[src/rtl/ap_pwm_pkg.sv]
package ap_pwm_pkg;

    localparam int ADDR_W = 6;
    localparam int CTRL_W = 16;

    localparam logic [ADDR_W-1:0] OFF_CTRL = 6'h00;
    localparam logic [ADDR_W-1:0] OFF_PER  = 6'h04;
    localparam logic [ADDR_W-1:0] OFF_CMP  = 6'h08;
    localparam logic [ADDR_W-1:0] OFF_SPER = 6'h0C;
    localparam logic [ADDR_W-1:0] OFF_SCMP = 6'h10;

    localparam int B_RUN     = 0;
    localparam int B_OE      = 1;
    localparam int B_INV     = 2;
    localparam int B_SYNC_LO = 4;

    typedef struct packed {
        logic [1:0] sync_blk;
        logic       inv;
        logic       oe;
        logic       run;
    } ctrl_t;

    function automatic ctrl_t ctrl_unpack(input logic [CTRL_W-1:0] w);
        ctrl_t c;
        c.run      = w[B_RUN];
        c.oe       = w[B_OE];
        c.inv      = w[B_INV];
        c.sync_blk = w[B_SYNC_LO+1:B_SYNC_LO];
        return c;
    endfunction

    function automatic logic [CTRL_W-1:0] ctrl_pack(input ctrl_t c);
        logic [CTRL_W-1:0] w;
        w = '0;
        w[B_RUN] = c.run;
        w[B_OE]  = c.oe;
        w[B_INV] = c.inv;
        w[B_SYNC_LO+1:B_SYNC_LO] = c.sync_blk;
        return w;
    endfunction

endpackage

[src/rtl/ap_pwm_regs.sv]
module ap_pwm_regs
    import ap_pwm_pkg::*;
#(
    parameter int DW = 32
) (
    input  logic              clk,
    input  logic              rst_n,
    input  logic [ADDR_W-1:0] addr,
    input  logic              we,
    input  logic              re,
    input  logic [DW-1:0]     wdata,
    input  logic              wrap,
    output logic [DW-1:0]     rdata,
    output ctrl_t             ctrl,
    output logic [DW-1:0]     per_act,
    output logic [DW-1:0]     cmp_act
);

    typedef struct packed {
        ctrl_t         ctrl;
        logic [DW-1:0] per;
        logic [DW-1:0] cmp;
        logic [DW-1:0] sper;
        logic [DW-1:0] scmp;
        logic          pend_per;
        logic          pend_cmp;
        logic [DW-1:0] rdata;
    } regs_t;

    regs_t s_d, s_q;

    logic wr_per, wr_cmp, wr_sper, wr_scmp, wr_ctrl;

    always_comb begin
        wr_ctrl = we && (addr == OFF_CTRL);
        wr_per  = we && (addr == OFF_PER);
        wr_cmp  = we && (addr == OFF_CMP);
        wr_sper = we && (addr == OFF_SPER);
        wr_scmp = we && (addr == OFF_SCMP);

        s_d = s_q;

        // copy pending shadows on the wrap clock
        if (wrap && s_q.pend_per) begin
            s_d.per      = s_q.sper;
            s_d.pend_per = 1'b0;
        end
        if (wrap && s_q.pend_cmp) begin
            s_d.cmp      = s_q.scmp;
            s_d.pend_cmp = 1'b0;
        end

        // bus writes take precedence over the copy
        if (wr_ctrl) s_d.ctrl = ctrl_unpack(wdata[CTRL_W-1:0]);
        if (wr_per)  s_d.per  = wdata;
        if (wr_cmp)  s_d.cmp  = wdata;
        if (wr_sper) begin
            s_d.sper     = wdata;
            s_d.pend_per = 1'b1;
        end
        if (wr_scmp) begin
            s_d.scmp     = wdata;
            s_d.pend_cmp = 1'b1;
        end

        if (re) begin
            unique case (addr)
                OFF_CTRL: s_d.rdata = DW'(ctrl_pack(s_q.ctrl));
                OFF_PER:  s_d.rdata = s_q.per;
                OFF_CMP:  s_d.rdata = s_q.cmp;
                OFF_SPER: s_d.rdata = s_q.sper;
                OFF_SCMP: s_d.rdata = s_q.scmp;
                default:  s_d.rdata = '0;
            endcase
        end
    end

    always_ff @(posedge clk) begin
        if (!rst_n) s_q <= '0;
        else        s_q <= s_d;
    end

    assign rdata   = s_q.rdata;
    assign ctrl    = s_q.ctrl;
    assign per_act = s_q.per;
    assign cmp_act = s_q.cmp;

    AST_SHADOW_COPY: assert property (@(posedge clk) disable iff (!rst_n)
        (wrap && s_q.pend_per && !wr_per) |=> (per_act == $past(s_q.sper)));
    AST_PER_HELD: assert property (@(posedge clk) disable iff (!rst_n)
        (!wrap && !wr_per) |=> $stable(per_act));
    AST_PEND_DROP: assert property (@(posedge clk) disable iff (!rst_n)
        (wrap && !wr_scmp) |=> !s_q.pend_cmp);

endmodule

[src/rtl/ap_pwm_counter.sv]
module ap_pwm_counter #(
    parameter int DW = 32
) (
    input  logic          clk,
    input  logic          rst_n,
    input  logic          run,
    input  logic [1:0]    sync_blk,
    input  logic          sync_in,
    input  logic [DW-1:0] per,
    output logic [DW-1:0] cnt,
    output logic          wrap
);

    typedef struct packed {
        logic [DW-1:0] cnt;
    } cnt_t;

    cnt_t s_d, s_q;
    logic sync_hit;

    always_comb begin
        sync_hit = sync_in && (sync_blk != 2'b11);
        wrap     = run && (s_q.cnt >= per);
        s_d      = s_q;
        if (sync_hit)  s_d.cnt = '0;
        else if (wrap) s_d.cnt = '0;
        else if (run)  s_d.cnt = s_q.cnt + 1'b1;
    end

    always_ff @(posedge clk) begin
        if (!rst_n) s_q <= '0;
        else        s_q <= s_d;
    end

    assign cnt = s_q.cnt;

    AST_WRAP_ZERO: assert property (@(posedge clk) disable iff (!rst_n)
        (run && cnt >= per) |=> (cnt == '0));
    AST_STOP_HOLD: assert property (@(posedge clk) disable iff (!rst_n)
        (!run && !sync_in) |=> $stable(cnt));
    AST_SYNC_ZERO: assert property (@(posedge clk) disable iff (!rst_n)
        (sync_in && sync_blk != 2'b11) |=> (cnt == '0));

endmodule

[src/rtl/ap_pwm_outgen.sv]
module ap_pwm_outgen #(
    parameter int DW = 32
) (
    input  logic          clk,
    input  logic          rst_n,
    input  logic          oe,
    input  logic          inv,
    input  logic [DW-1:0] cnt,
    input  logic [DW-1:0] cmp,
    output logic          pwm
);

    typedef struct packed {
        logic pwm;
    } out_t;

    out_t s_d, s_q;

    always_comb begin
        s_d = s_q;
        if (oe) s_d.pwm = (cnt < cmp) ^ inv;
        else    s_d.pwm = 1'b0;
    end

    always_ff @(posedge clk) begin
        if (!rst_n) s_q <= '0;
        else        s_q <= s_d;
    end

    assign pwm = s_q.pwm;

    AST_GATE_LOW: assert property (@(posedge clk) disable iff (!rst_n)
        !oe |=> !pwm);
    AST_ACTIVE_LVL: assert property (@(posedge clk) disable iff (!rst_n)
        (oe && cnt < cmp) |=> (pwm != $past(inv)));

endmodule

[src/rtl/ap_pwm_timer.sv]
module ap_pwm_timer
    import ap_pwm_pkg::*;
#(
    parameter int DW = 32
) (
    input  logic              clk,
    input  logic              rst_n,
    input  logic [ADDR_W-1:0] bus_addr,
    input  logic              bus_we,
    input  logic              bus_re,
    input  logic [DW-1:0]     bus_wdata,
    output logic [DW-1:0]     bus_rdata,
    input  logic              sync_in,
    output logic              pwm_out
);

    ctrl_t         ctrl;
    logic [DW-1:0] per_act, cmp_act, cnt;
    logic          wrap;

    ap_pwm_regs #(.DW(DW)) regs_i (
        .clk(clk), .rst_n(rst_n), .addr(bus_addr), .we(bus_we), .re(bus_re),
        .wdata(bus_wdata), .wrap(wrap), .rdata(bus_rdata), .ctrl(ctrl),
        .per_act(per_act), .cmp_act(cmp_act)
    );

    ap_pwm_counter #(.DW(DW)) cnt_i (
        .clk(clk), .rst_n(rst_n), .run(ctrl.run), .sync_blk(ctrl.sync_blk),
        .sync_in(sync_in), .per(per_act), .cnt(cnt), .wrap(wrap)
    );

    ap_pwm_outgen #(.DW(DW)) out_i (
        .clk(clk), .rst_n(rst_n), .oe(ctrl.oe), .inv(ctrl.inv),
        .cnt(cnt), .cmp(cmp_act), .pwm(pwm_out)
    );

    AST_RESET_LOW: assert property (@(posedge clk)
        !rst_n |=> !pwm_out);

endmodule

[config.mk]
export PLATFORM = sky130hd
export DESIGN_NAME = ap_pwm_timer
export DESIGN_NICKNAME = d
export VERILOG_FILES = /design/src/rtl/ap_pwm_pkg.sv /design/src/rtl/ap_pwm_regs.sv /design/src/rtl/ap_pwm_counter.sv /design/src/rtl/ap_pwm_outgen.sv /design/src/rtl/ap_pwm_timer.sv
export SDC_FILE = /design/constraint.sdc
export NUM_CORES = 1
export LEC_CHECK = 0
export BUFFER_PORTS_ARGS = -buffer_cell sky130_fd_sc_hd__buf_2
export CAP_MARGIN = 0
export CORE_ASPECT_RATIO = 0.6
export CORE_MARGIN = 1.5
export CORE_UTILIZATION = 40
export CTS_BUF_LIST = sky130_fd_sc_hd__clkbuf_8
export CTS_CLUSTER_SIZE = 12
export DETAILED_ROUTE_END_ITERATION = 10
export PLACE_DENSITY_LB_ADDON = 0.25
export RECOVER_POWER = 100
export SETUP_SLACK_MARGIN = 0.02
export SYNTH_ARGS = -nofsm -noshare
export SYNTH_HDL_FRONTEND = slang
export SYNTH_HIERARCHICAL = 1
export SYNTH_SLANG_ARGS = --single-unit
[constraint.sdc]
create_clock -name clk -period 8.15 [get_ports clk]
set_input_delay 1.63 -clock clk [delete_from_list [all_inputs] [get_ports clk]]
set_output_delay 1.63 -clock clk [all_outputs]
set_load 0.005 [all_outputs]
# Word level (Yosys, flattened, before mapping)
# Index checks and enable logic that the tools add are counted.
# op_classes
order_cmp	2
addsub	1
eq_ne	5
muxes	9
bitwise	2
reduce_logical	16
# ops
op	n
$pmux W32 S5	1
$mux W32	4
$add A32 B1 Y32 const B	1
$ge A32 B32 Y1	1
$lt A32 B32 Y1	1
$eq A6 B4 Y1 const B	2
$logic_and A1 B1 Y1	9
$reduce_bool A2 Y1	4
$eq A6 B3 Y1 const B	1
$eq A6 B5 Y1 const B	1
$logic_not A6 Y1	1
$mux W1	4
$reduce_or A3 Y1	1
$ne A2 B2 Y1 const B	1
$reduce_and A2 Y1	1
$not A1 Y1	1
$xor A1 B1 Y1	1
# totals
out_inout_bits	33
register_bits	200
in_bits	43

# Longest topological paths before layout
# Gate-level depths: netlist (run 1).
# logic_depth
ltp_word	5
ltp_mapped	14
depth_no_buf	11

# Cells and area by module
# Netlist (run 1), hierarchy kept.
# by_module_without_submodules
mod	cells_each	area_each_um2	n_inst	seq_area_each_um2
ap_pwm_regs	986	8378.0	1	3343.2
ap_pwm_counter	275	2433.6	1	640.6
ap_pwm_outgen	112	834.6	1	20.0

# Worst setup path before layout (run 1)
# Ideal clock, no wire load.
# synth_path
path_kind	reg-to-reg
from	register cnt_i.s_q, in the netlist cnt_i/cnt[0]
to	register regs_i.s_q, in the netlist regs_i/cmp_act[23]
stages_incl_launch_ff	14
path_buffers	3
path_slack_ps	5319
setup_ps	116
t_arrival_ps	2714
t_required_ps	8034
cell_sequence	dfxtp_1 -> inv_1 -> ha_1 -> nand2b_4 -> a2111o_1 -> a32o_1 -> o31ai_4 -> a21boi_2 -> buf_6 -> clkbuf_1 -> clkbuf_1 -> nand3_1 -> nand3_1 -> o211a_1
# synth_via
elab_chain_len	4
# synth_rtl
item	line	text
start, declared	ap_pwm_counter.sv:18	cnt_t s_d, s_q;
start signal, assigned	ap_pwm_counter.sv:31	if (!rst_n) s_q <= '0;
start signal, assigned	ap_pwm_counter.sv:32	else s_q <= s_d;
$ge A32 B32 Y1	ap_pwm_counter.sv:23	wrap = run && (s_q.cnt >= per);
$logic_and A1 B1 Y1	ap_pwm_counter.sv:23	
named net wrap	ap_pwm_timer.sv:19	logic wrap;
$logic_and A1 B1 Y1	ap_pwm_regs.sv:48	if (wrap && s_q.pend_cmp) begin
$reduce_bool A2 Y1 (no source line)	--	
end signal, assigned	ap_pwm_regs.sv:79	if (!rst_n) s_q <= '0;
end signal, assigned	ap_pwm_regs.sv:80	else s_q <= s_d;
end, declared	ap_pwm_regs.sv:30	regs_t s_d, s_q;
# The timed path passes the listed nets, and every way through them passes these cells.
# A chain may end at the register's enable or synchronous reset.

# Final worst setup path (run 1)
# layout_path
from	input bus_addr[3]
to	register regs_i.s_q, in the netlist regs_i/rdata[23]
# layout_via
elab_chain_len	2
elab_cells_between_ends	6
classes_between	eq/ne: 4; mux: 1; reduce/logical: 1
# layout_rtl
item	line	text
start, declared	ap_pwm_timer.sv:8	input logic [ADDR_W-1:0] bus_addr,
$eq A6 B5 Y1 (tied with other cells)	ap_pwm_regs.sv:67	unique case (addr)
$pmux W32 S5 (*)	ap_pwm_regs.sv:67	
# Mark *: on every way between the ends. The rest lies on a longest branch, timed or not.

==> results of run 1 <==
worst max path at each step:
| stage | startpoint | endpoint | slack, ns | cells past startpoint |
|---|---|---|---|---|
| floorplan | cnt_i/cnt[0] | regs_i/cmp_act[23] | 5.32 | 13 |
| CTS | regs_i/per_act[28] | regs_i/cmp_act[3] | 4.49 | 11 |
| finish | bus_addr[3] | regs_i/rdata[23] | 2.67 | 7 |
| global placement | rst_n | regs_i/rdata[29] | 4.17 | 6 |
| detailed placement | rst_n | regs_i/rdata[27] | 4.16 | 6 |
| global route | bus_we | regs_i/cmp_act[10] | 2.48 | 5 |
metal layers:
metal / GRT usage / part of all wire / vias up
li1: - / - / 4554
met1: 0.332 / 0.52 / 4529
met2: 0.302 / 0.41 / 298
met3: 0.0354 / 0.061 / 31
met4: 0.0582 / 0.014 / 0
met5: 0 / 0 / -
synth_stat cells (3+ instances only):
cell type / instances / area [um^2]
sky130_fd_sc_hd__o21ai_1: 5 / 25.0
sky130_fd_sc_hd__clkbuf_1: 57 / 214
sky130_fd_sc_hd__a22oi_1: 53 / 398
sky130_fd_sc_hd__dfxtp_1: 200 / 4000
sky130_fd_sc_hd__mux2i_1: 13 / 130
sky130_fd_sc_hd__o21ai_0: 35 / 175
sky130_fd_sc_hd__nand2_1: 193 / 724
sky130_fd_sc_hd__inv_1: 66 / 248
sky130_fd_sc_hd__a31oi_1: 5 / 31.3
sky130_fd_sc_hd__nand2b_1: 6 / 37.5
sky130_fd_sc_hd__nor2_1: 12 / 45.0
sky130_fd_sc_hd__nor2b_1: 9 / 56.3
sky130_fd_sc_hd__nor3_1: 13 / 65.1
sky130_fd_sc_hd__and4_1: 9 / 78.8
sky130_fd_sc_hd__nand4_1: 21 / 131
sky130_fd_sc_hd__a21o_1: 4 / 30.0
sky130_fd_sc_hd__xor2_1: 19 / 166
sky130_fd_sc_hd__a21boi_1: 30 / 225
sky130_fd_sc_hd__mux2_2: 31 / 349
sky130_fd_sc_hd__nor3_2: 31 / 310
sky130_fd_sc_hd__buf_6: 3 / 33.8
sky130_fd_sc_hd__a21oi_1: 29 / 145
sky130_fd_sc_hd__a21boi_0: 36 / 270
sky130_fd_sc_hd__and3_1: 4 / 25.0
sky130_fd_sc_hd__ha_1: 64 / 801
sky130_fd_sc_hd__buf_4: 114 / 856
sky130_fd_sc_hd__o211a_1: 64 / 641
sky130_fd_sc_hd__and2_1: 4 / 25.0
sky130_fd_sc_hd__xnor2_1: 10 / 87.6
sky130_fd_sc_hd__buf_2: 24 / 120
sky130_fd_sc_hd__nand3_1: 178 / 891
final cells by class:
cell class	count	area share
Clock buffer	19	0.0225
Inverter	66	0.0213
Sequential cell	200	0.345
Tap cell	375	0.0404
Clock inverter	13	0.0113
Timing Repair Buffer	92	0.0389
Multi-Input combinational cell	908	0.521
power breakdown:
part | internal [uW] | total (uW) | switching [uW]
clock network | 287 | 661 | 374
logic | 29.8 | 95.5 | 65.7
registers | 982 | 986 | 3.83
per-stage QoR:
step           setup slack, ns  hold WS [ns]  utilization  area, um^2
3_5_place_dp              4.16         0.443        0.397       11400
5_1_grt                   2.48         0.501        0.405       11600
6_report                  2.67         0.470        0.405       11600
3_3_place_gp              4.17         0.444        0.397       11400
2_1_floorplan             5.32         0.426            -       11600
4_1_cts                   4.49         0.470        0.411       11800
registers in the layout (all words and copies together), names as in the netlist:
signal / flops
out_i/pwm: 1
regs_i/cmp_act: 32
regs_i/rdata: 32
cnt_i/cnt: 32
regs_i/per_act: 32
regs_i/s_q: 66
regs_i/ctrl: 5
kinds of logic (layout without fill, tap and decap cells):
| family | count (synthesis) | in the layout | synth area share |
|---|---|---|---|
| fa+ha+maj | 64 | 64 | 0.0688 |
| xor+xnor | 29 | 29 | 0.0218 |
| simple gates | 491 | 491 | 0.214 |
| compound gates | 280 | 280 | 0.184 |
| mux | 44 | 44 | 0.0411 |
| buf+inv | 265 | 190 | 0.127 |
| flops | 200 | 200 | 0.344 |
worst register-to-register path: stages, from the launching register on:
cell and delay (ns):
sky130_fd_sc_hd__dfxtp_1 0.39, sky130_fd_sc_hd__inv_1 0.06, sky130_fd_sc_hd__ha_1 0.34, sky130_fd_sc_hd__nand4_1 0.14
sky130_fd_sc_hd__nor3_1 0.38, sky130_fd_sc_hd__a32o_1 0.24, sky130_fd_sc_hd__o31ai_1 0.11, sky130_fd_sc_hd__a21boi_0 0.32
sky130_fd_sc_hd__buf_4 0.64, sky130_fd_sc_hd__clkbuf_1 1.75, sky130_fd_sc_hd__nand3_1 0.24, sky130_fd_sc_hd__nand3_1 0.18
sky130_fd_sc_hd__o211a_1 0.18
==> impl_summary.md, run 1 <==
Run status
The flow ran to the end, but the final reports show violations. The final reports fail on max-capacitance violations, max-slew violations.

Synth
The mean instance size in the synthesized netlist is about 8.5 um^2. The count of unique library cells instantiated by Yosys is 54. After synthesis, the share of flip-flops with an asynchronous set or reset is 0. The total of flip-flops plus latches after synthesis is 200. The dominant register cell in the synthesized netlist is sky130_fd_sc_hd__dfxtp_1.

The post-synthesis net count is 1,480. The proportion of synthesized chip area in sequential cells is 0.344. Synthesis handed over a netlist of approximately 1,400 instances. The Yosys step of the flow raised 6 warnings. The cell area after technology mapping is around 12,000 um^2.

Yosys mapped a number of flops with a built-in enable equal to 0.

Clock network
Hold repair after CTS inserted 0 buffers. The tree built by TritonCTS fans out to 200 sinks. The clock root buffer master is sky130_fd_sc_hd__clkbuf_8. The clock reaches the later pin of the worst-skew pair after about 0.5 ns. Post-CTS timing repair inserted 0 buffers for setup. The TritonCTS clock tree is done. Clock-pin slew was measured on the worst setup and hold paths at 0.11 ns.

The clock tree synthesis step divided the H-tree into 4 levels. The CTS buffer count is 17. In this run the deepest clock path goes through 2 buffers.

After clock tree synthesis, the repair step resized 0 gates.

Flow run
The max capacitance violation total is 8.

Pwr
VDD sags by at most approximately 0.000095 V. The completed layout was analyzed and its total power is between 1500 and 2000 uW. The ratio of total power to cell area is between 100 and 150 nW/um^2.

Summed over all cells, the static leakage comes to just under 0.005 uW.

Global routing
The overall overflow remaining after global route is 0. Entering global routing, the biggest net connects 80 pins. The overall fraction of global-route tracks in use is 0.215. The initial antenna violation count was 0. The first-pass GRT wire length is 50.2 mm. The via count of the first global-routing pass is ~8,600.

Finish
The layout overhead on the synthesized area is -0.247%. The layout has 2,893 filler cells. The area taken by flip-flops and latches is 4000 um^2. The net count of the finished layout is approximately 1,400. The total area of multi-input combinational cells is 6050 um^2.

Leaving out filler cells and counting taps, the final layout contains between 1,500 and 2,000. Leaving out fill and tap cells, the most frequent cell in the layout is sky130_fd_sc_hd__dfxtp_1. The fraction of layout instances using a drive strength above 1 is 0.111.

The number of antenna diodes in the final layout is 0. The top cell types in the final layout, fill and taps aside, are sky130_fd_sc_hd__dfxtp_1, sky130_fd_sc_hd__nand2_1, sky130_fd_sc_hd__nand3_1.

Critical path
The worst reg2reg path startpoint is regs_i/per_act[15]. Counting both buffers and inverters, the worst setup path holds a total of 3. The critical path required time is about 8.6 ns. Broken down by cell family, the worst path's largest delay share belongs to buffers and inverters. The slack of the worst reg-to-reg path is between 3 and 4 ns. On the worst path, the slowest cell contributes a delay of 2.43 ns.

Along the worst path, the maximum fanout reaches 64. The library cell contributing the largest single delay on the critical path is sky130_fd_sc_hd__clkbuf_1. The reg-to-reg critical path endpoint is regs_i/per_act[17]. Traced cell by cell, the critical path runs through buf_2, buf_4, nor3b_1, and2_2, clkbuf_1, a22oi_1, o21ai_0.

The number of cell instances on the worst register-to-register path is 12. STA classifies the critical path startpoint as an input pin. For the worst setup path, the data arrival time is 5.89 ns.

The kind of capture point of the worst setup path is a register. The worst setup path is of the input pin to register kind.

Floorplan
The die is roughly 220 um wide. The core region is 28,700 um^2. The I/O pin count is between 70 and 80. In this run the core area contains 48 standard-cell rows. The floorplan step set the die height to 135 um.

The die covers 30,200 um^2. The starting utilization of the core area is 0.406.

Placed design
The number of placed instances, taps included, is about 1,600. Buffers placed on the I/O ports in this run total 75. At the end of routability-driven placement, the weighted congestion stood at 0.838.

The HPWL after detailed placement is roughly 20 mm.

Timing
The slew of the pin with the lowest slew margin is approximately 3.5 ns. The final-report hold violation count is 0. Based on the critical path, the design can be clocked at up to about 180 MHz.

Setup repair after global routing left no endpoint under its margin. The number of pins with negative max-slew slack in the final report was 380. In this run the tightest slew margin relative to its limit is -1.31. The period utilization is 0.672. The minimum period implied by the final worst setup slack is around 5.5 ns. The largest clock skew in the final design is 0.0159 ns.

The setup TNS after final layout is 0 ns. The count of final setup violators is 0.

Min path
The worst hold path stage count is 2. The worst hold path begins at regs_i/rdata[12]. The worst min-delay path category is register to register. The endpoint with the worst hold slack is regs_i/rdata[12].

Drt
After detailed routing, the average wire length per cell comes to a little under 20 um. The number of vias in the routed layout is around 9,400. The post-route DRC violation count is 0. The residual antenna-violating net count after detailed routing is 0. The detailed router finished its first iteration with ~800 violations. The length of the first detailed-routing pass in iterations is 8. The routed design has between 30 and 40 mm of wire. The number of vias per cell after detailed routing is between 5 and 6.
Note: power is estimated with default switching activity, not from simulation.
==> run 2, diff against run 1 <==
--- a/config.mk
+++ b/config.mk
@@ -5,6 +5,7 @@
 export SDC_FILE = /design/constraint.sdc
 export NUM_CORES = 1
 export LEC_CHECK = 0
+export ABC_AREA = 1
 export BUFFER_PORTS_ARGS = -buffer_cell sky130_fd_sc_hd__buf_2
 export CAP_MARGIN = 0
 export CORE_ASPECT_RATIO = 0.6
==> constraint.sdc (replaced) <==
create_clock -name clk -period 5.3 [get_ports clk]
set_input_delay 1.06 -clock clk [delete_from_list [all_inputs] [get_ports clk]]
set_output_delay 1.06 -clock clk [all_outputs]
set_load 0.005 [all_outputs]
==> impl_summary.md, run 2 <==
Run status
The flow ran to the end, but the final reports show violations. The checks that failed: max-capacitance violations, max-slew violations.

Synth
In this run the cell area of the synthesized design comes to approximately 12,000 um^2. The count of unique library cells instantiated by Yosys is 34. The number of enable flip-flop cells after synthesis is 0. The number of synthesis warnings is 6. The share of the Yosys chip area taken by registers is 0.336. After synthesis, the share of flip-flops with an asynchronous set or reset is 0. The synthesized design spends more area on one cell type than any other, namely sky130_fd_sc_hd__dfxtp_1. The instance count of the mapped netlist is between 1,500 and 2,000.

The dominant register cell in the synthesized netlist is sky130_fd_sc_hd__dfxtp_1. By instance count, the leading cell after synthesis is sky130_fd_sc_hd__nand2_1. The total of flip-flops plus latches after synthesis is 200.

After synthesis, the most frequently instantiated cells are sky130_fd_sc_hd__nand2_1, sky130_fd_sc_hd__inv_1, sky130_fd_sc_hd__dfxtp_1, sky130_fd_sc_hd__a21oi_1, sky130_fd_sc_hd__o21ai_0. The number of nets handed over by synthesis was ~1,800. The mean instance size in the synthesized netlist is about 7 um^2. By area the synthesized netlist is led by sky130_fd_sc_hd__dfxtp_1, sky130_fd_sc_hd__nand2_1, sky130_fd_sc_hd__a21oi_1. The share of synthesized area in the top cell type comes to 0.336.

Critical path
The highest cell delay on the worst timing path is 1.33 ns. The library cell contributing the largest single delay on the critical path is sky130_fd_sc_hd__nor2_1. The critical path goes through clkbuf_1, nor2_1, buf_4, nand3_4, nor2_4, o21ai_0, a21oi_1.

The startpoint kind of the worst setup timing path is an input pin. The worst reg2reg path startpoint is cnt_i/cnt[6]. STA classifies the critical path endpoint as a register. The arrival time reported for the critical path endpoint is roughly 4.8 ns.

The slack of the worst reg-to-reg path is around 1.9 ns. Tracing the worst setup path back leads to its startpoint at bus_addr[5]. The number of cell instances on the worst register-to-register path is 17. Data on the critical path is required at its endpoint by between 5 and 6 ns. Along the worst path, the maximum fanout reaches 64. The setup path with the least slack is of type input pin to register. The reg-to-reg critical path endpoint is regs_i/per_act[0].

Timing
In this run the tightest slew margin relative to its limit is -0.199. The minimum period implied by the final worst setup slack is 4.31 ns. The number of pins with negative max-slew slack in the final report is 26. Setup repair after global routing left no endpoint under its margin. For this run, the top clock speed supported by timing is approximately 230 MHz.

The period utilization is 0.813. Setup total negative slack on the finished layout was measured at 0 ns. The slew of the pin with the lowest slew margin is 1.79 ns.

The final-report hold violation count is 0. The count of final setup violators is 0. The clock arrives with ~0.016 ns of skew.

Finish
The top cell types in the final layout, fill and taps aside, are sky130_fd_sc_hd__nand2_1, sky130_fd_sc_hd__inv_1, sky130_fd_sc_hd__o21ai_0. The fraction of layout instances using a drive strength above 1 is 0.0891. The repair_antennas step left the layout with diodes totalling 0. The most flop-heavy register is regs_i/s_q.

The finished cells cover roughly 12,000 um^2. The register with the most flip-flops in the layout has 66 of them. The layout overhead on the synthesized area is 2.05%. In the final layout, the multi-input gates occupy 5840 um^2. Fill cells in the final layout number 3,062.

The library cell used most frequently in the layout, excluding fill and tap cells, is sky130_fd_sc_hd__nand2_1. The net count of the finished layout is about 1,700. In the final layout, flip-flops and latches occupy between 4000 and 5000 um^2.

Min path
For hold timing, the worst endpoint is regs_i/rdata[28]. The worst hold path was traced through 2 stages. The startpoint identified for the worst hold timing path is regs_i/rdata[28]. The path class of the tightest hold or removal check is register to register.

Global routing
The met1 track demand over resource is 0.329. Entering global routing, the biggest net connects between 80 and 90 pins. The via count of the first global-routing pass came to about 9,000. The first global-routing pass estimated ~52 mm of wire. The met2 demand-to-capacity share in global routing is 0.308. The overall overflow remaining after global route is 0. After global routing, the most crowded layer is met1. For this run, global-route usage on met3 was measured as 0.0444.

The initial antenna violation count is 0. For this run, the total global-route usage over all layers was measured as 0.217.

Clock network
TritonCTS built the clock tree. Clock tree synthesis inserted a total of 17 buffers. The clock root buffer master is sky130_fd_sc_hd__clkbuf_8. The post-CTS setup buffer count is 0.

The clock passes through at most 2 buffers. Hold repair after CTS inserted 0 buffers. The clock edge transition at the registers on the reported setup and hold paths is approximately 0.10 ns. The clock net sink count is 200. CTS built an H-tree with a depth of 4. Post-CTS repair changed the size of 0 cells.

For the worst-skew pair, the clock arrives at the later sink with an insertion delay of around 0.51 ns.

Floorplan
The die covers between 30,000 and 40,000 um^2. The die height is 137 um. 76 I/O pins were placed. In this run the core area contains 48 standard-cell rows. The region available for standard cell placement spans between 20,000 and 30,000 um^2. For this configuration, the core starts out at a cell density of 0.410. The width of the die is 226 um.

Drt
For this run, the detailed router's first-pass iteration total came to 5. The final wirelength is approximately 33 mm. The count of routing violations after the opening detailed-route iteration is between 900 and 1,000.

The detailed router placed between 10,000 and 15,000 vias in this run. The post-route DRC violation count is 0. The number of vias per cell after detailed routing is approximately 5. In this run the remaining antenna-violating nets after routing total 0. The routed length per placed instance is approximately 16 um.

Pwr
VDD sags by at most 0.000146 V. Power spread over the standard cell area amounts to between 200 and 250 nW/um^2. In this run the static leakage power is 0.00486 uW.

Flow run
The max capacitance violation total is 1.

Placed design
Detailed placement finished with a half-perimeter wire length of roughly 23 mm. The congestion estimate from routability-driven global placement came to approximately 0.90. The count of buffers inserted at the top-level ports is 75. Summing all placed instances gives a cell area of 11,700 um^2.
-- run 2: cell types whose count changed after synthesis, sizes merged, moves of 12 or more --
cell	delta
nor3	-30
nor2	+162
o21ai	+176
mux2	-31
nand4	+51
mux2i	-12
o211a	-64
a21oi	+167
inv	+172
a21boi	-66
nand3	-148
clkbuf	-14
nand2	+91
a22oi	-53
-- run 2: worst max-delay path by stage --
stage / endpoint / slack [ns] / cells past startpoint
finish: regs_i/cmp_act[29] / 0.99 / 7
global route: regs_i/cmp_act[31] / 0.76 / 7
CTS: regs_i/cmp_act[5] / 1.96 / 7
detailed placement: regs_i/cmp_act[16] / 1.41 / 7
global placement: regs_i/per_act[23] / 1.53 / 8
floorplan: regs_i/cmp_act[23] / 2.97 / 23
-- run 2: critical path: cells and delay by family --
family	cells	cell delay (ns)
and+or+nand+nor	3	2.53
buffers and inverters	2	0.71
AOI/OAI and AO/OA	2	0.36
-- run 2: stage by stage --
| stage | utilization | hold slack, ns | worst slack [ns] | std cells | power [uW] |
|---|---|---|---|---|---|
| 2_1_floorplan | - | 0.446 | 2.97 | 1721 | 1660 |
| 3_3_place_gp | 0.405 | 0.454 | 1.53 | 2018 | 1710 |
| 3_5_place_dp | 0.405 | 0.457 | 1.41 | 2018 | 1710 |
| 4_1_cts | 0.421 | 0.472 | 1.96 | 2050 | 2860 |
| 5_1_grt | 0.419 | 0.489 | 0.756 | 2050 | 2940 |
| 6_report | 0.419 | 0.469 | 0.989 | 2050 | 2830 |
-- run 2: power breakdown --
part           internal, uW  switching, uW
clock network           578            578
registers              1510           7.40
logic                  38.9            120
total                  2130            706
-- run 2: per-layer routing --
layer | part of all wire | routed length (um)
met5 | 0 | 0
met4 | 0.015 | 504
met3 | 0.073 | 2420
met2 | 0.40 | 13200
met1 | 0.51 | 16900
-- run 2: cells by family (layout without fill, tap and decap cells) --
group | count (synthesis) | count (layout) | synth area share
flip-flops | 200 | 200 | 0.336
AO/OA/AOI/OAI | 422 | 422 | 0.180
buffers and inverters | 428 | 357 | 0.172
adder cells (fa/ha/maj) | 64 | 64 | 0.0673
multiplexers | 1 | 1 | 0.000841
XOR/XNOR | 30 | 30 | 0.0221
AND/OR/NAND/NOR | 576 | 576 | 0.222
-- run 2: area by class of cell --
class / instances / area share
Clock buffer: 22 / 0.0249
Clock inverter: 10 / 0.0135
Inverter: 238 / 0.0735
Multi-Input combinational cell: 1093 / 0.481
Sequential cell: 200 / 0.330
Tap cell: 400 / 0.0412
Timing Repair Buffer: 87 / 0.0365
==> run 3, diff against run 2 <==
==> constraint.sdc (replaced) <==
create_clock -name clk -period 4.5 [get_ports clk]
set_input_delay 0.9 -clock clk [delete_from_list [all_inputs] [get_ports clk]]
set_output_delay 0.9 -clock clk [all_outputs]
set_load 0.005 [all_outputs]
==> impl_summary.md, run 3 (synthesis gave the netlist of run 2 again) <==
Global routing
For this run, the total global-route usage over all layers was measured as 0.229. For this run, global-route usage on met3 was measured as 0.0444. The via count of the first global-routing pass is just under 10,000. The overall overflow remaining after global route is 0.

The largest net degree at the start of global routing is between 70 and 80. The layer flagged by global routing as most heavily used is met2. In the global route stage, met2 resource usage came out at 0.339. The met1 track demand over resource is 0.330.

The initial antenna violation count is 0. The first-pass GRT wire length is 54.4 mm.

Drt
The length of the first detailed-routing pass in iterations is 5. Once detail routing completed, the nets flagged for antenna violations numbered 0. Dividing the detail-routed wire length by the instance count gives about 17 um. The count of routing violations after the opening detailed-route iteration is around 940.

Wires add up to 34.0 mm. The detailed router placed about 11,000 vias in this run. After detailed routing, the number of remaining DRC violations is 0. The number of vias per cell after detailed routing is between 5 and 6.

Pwr
For this design the ratio of total power to cell area is ~260 nW/um^2. The worst voltage drop across the vdd grid is approximately 0.00017 V. The share of total power dissipated in the clock network is 0.376.

The total internal power is 2350 uW. The power spent charging and discharging nets is roughly 830 uW. The portion of total power attributed to combinational logic is 0.060.

The fraction of power consumed by sequential logic is 0.564. In this run the static leakage power is 0.00489 uW. Of the total power, the share spent switching nets is 0.261.

Finish
The net count of the finished layout is about 1,800. The most frequent standard cell in the layout excluding fill and tap cells is sky130_fd_sc_hd__nand2_1. The area growth from synthesis to layout is 1.94%.

Leaving out fill and tap cells, the most frequent cells in the layout are sky130_fd_sc_hd__nand2_1, sky130_fd_sc_hd__inv_1, sky130_fd_sc_hd__o21ai_0. The register with the most flip-flops in the layout has 66 of them. After routing the design area is 12,100 um^2. The most flop-heavy register is regs_i/s_q. 0 antenna diodes ended up in the layout. The fraction of layout instances using a drive strength above 1 is 0.0911. The fill cell instance count of the final layout is between 3,000 and 4,000.

Critical path
The top fanout value on the critical path is 40. The reg-to-reg critical path endpoint is regs_i/per_act[11]. Counting cells, the worst reg-to-reg path comes to 15. The critical path contains buffers and inverters numbering 2 combined. The library cell contributing the largest single delay on the critical path is sky130_fd_sc_hd__nand2_1. The worst setup path category is register to register.

The kind of capture point of the worst setup path is a register. The worst reg2reg path startpoint is cnt_i/cnt[9]. Walking the worst path, the cells encountered are ha_1, a21oi_1, o21ai_0, a21oi_1, nand2_1, nand2_1, nand2_1, nand2_1, inv_1, nand2_1, buf_4, nand2_1, o21ai_0, o21ai_0, a21oi_1. The startpoint kind of the worst setup timing path is a register. The critical path required time is 4.93 ns. The arrival time reported for the critical path endpoint is 4.05 ns. The category of cells accounting for the largest share of critical-path delay is simple AND/OR/NAND/NOR gates.

The highest cell delay on the worst timing path is around 0.7 ns. The slack of the worst reg-to-reg path is slightly below 0.9 ns. The cell that appears most often on the critical path is sky130_fd_sc_hd__nand2_1.

Timing
After layout, the worst setup slack is around 0.9 ns. For this run, the top clock speed supported by timing is 277 MHz. The largest clock skew in the final design is between 0.015 and 0.02 ns. Of the available clock period, the critical path in the final layout requires 0.803. The final-report hold violation count is 0. The slew of the pin with the lowest slew margin is roughly 2.1 ns. The number of pins with negative max-slew slack in the final report is 90. The relative slew slack is -0.384.

The count of final setup violators is 0. Adding up every negative setup slack in the final design gives 0 ns. Setup repair after global routing left no endpoint under its margin.

After layout, the minimum clock period comes to approximately 3.6 ns.

Clock network
At the later pin of the worst-skew pair, clock insertion delay measures a little over 0.5 ns. In this run, post-CTS hold repair placed 0 buffers. The TritonCTS clock tree is done. The clock edge transition at the registers on the reported setup and hold paths is around 0.11 ns.

The number of clock buffers added by TritonCTS is 17. In this run the deepest clock path goes through 2 buffers. The clock net sink count is 200. The clock root buffer master is sky130_fd_sc_hd__clkbuf_8. The level count of the clock H-tree is 4. In this run, post-CTS repair resized a total of 0 instances.

The post-CTS setup buffer count is 0.

Floorplan
Row generation in the floorplan step produced 48 rows. The region available for standard cell placement spans between 20,000 and 30,000 um^2. 76 I/O pins were placed. The starting utilization of the core area is 0.410. The floorplan step set the die width to roughly 230 um.

The die height is roughly 140 um. The die covers between 30,000 and 40,000 um^2.

Placed design
In this run the cell area measured after placement is ~12,000 um^2. In this run the tool buffered the top-level ports with 75 buffer cells. The congestion estimate from routability-driven global placement came to about 0.85. The HPWL after detailed placement is around 24 mm.

The worst setup slack before clock tree synthesis is 1.21 ns.

Min path
The worst hold path stage count is 2. The worst hold path terminates at regs_i/rdata[27]. The worst min-delay path category is register to register. The worst hold path begins at regs_i/rdata[27].

Flow run
The max capacitance violation total is 3.

Run status
The flow ran to the end, but the final reports show violations. The final reports fail on max-capacitance violations, max-slew violations.
run 3: worst reg2reg max path, delay by kind of cell, from the launching register on:
| family | cells | cell delay, ns |
|---|---|---|
| compound gates | 6 | 0.86 |
| simple gates | 6 | 1.18 |
| buf+inv | 2 | 0.65 |
| flops | 1 | 0.55 |
| fa+ha+maj | 1 | 0.31 |
run 3: stage by stage:
stage                     power, uW  hold WS, ns   util  instances
final                          3170        0.468  0.418       2058
after global routing           3290        0.491  0.418       2058
after CTS                      3210        0.468  0.421       2058
after detailed placement       2020        0.453  0.407       2026
after global placement         2020        0.455  0.407       2026
after floorplan                1950        0.446      -       1721
run 3: worst max path at each step:
stage                     cells after the start         startpoint                  to
after detailed placement                      7        bus_addr[1]      regs_i/s_q[36]
after global placement                        7        bus_addr[5]  regs_i/cmp_act[17]
final                                        15       cnt_i/cnt[9]  regs_i/per_act[11]
after CTS                                    14       cnt_i/cnt[9]  regs_i/per_act[14]
after global routing                         15       cnt_i/cnt[9]  regs_i/per_act[10]
after floorplan                              23  regs_i/per_act[7]  regs_i/cmp_act[23]
run 3: power groups by stage:
stage | registers [uW] | clock network [uW] | logic, uW
2_1_floorplan | 1830 | 0 | 126
3_3_place_gp | 1830 | 0 | 191
3_5_place_dp | 1830 | 0 | 191
4_1_cts | 1790 | 1230 | 192
5_1_grt | 1790 | 1290 | 208
6_report | 1790 | 1190 | 190
run 3: area by class of cell:
class	instances	area [um^2]	area share
clock buffers	19	262	0.0215
clock inverters	13	131	0.0108
inverters	238	893	0.0736
multi-input cells	1093	5840	0.481
flip-flops and latches	200	4000	0.330
well taps	400	500	0.0412
repair buffers	95	509	0.0420
run 3: routing by layer:
layer	up-vias	share of wire	wire length, um
met5	-	0	0
li1	5314	-	-
met1	4870	0.50	17000
met3	37	0.066	2260
met4	0	0.017	595
met2	353	0.41	14100
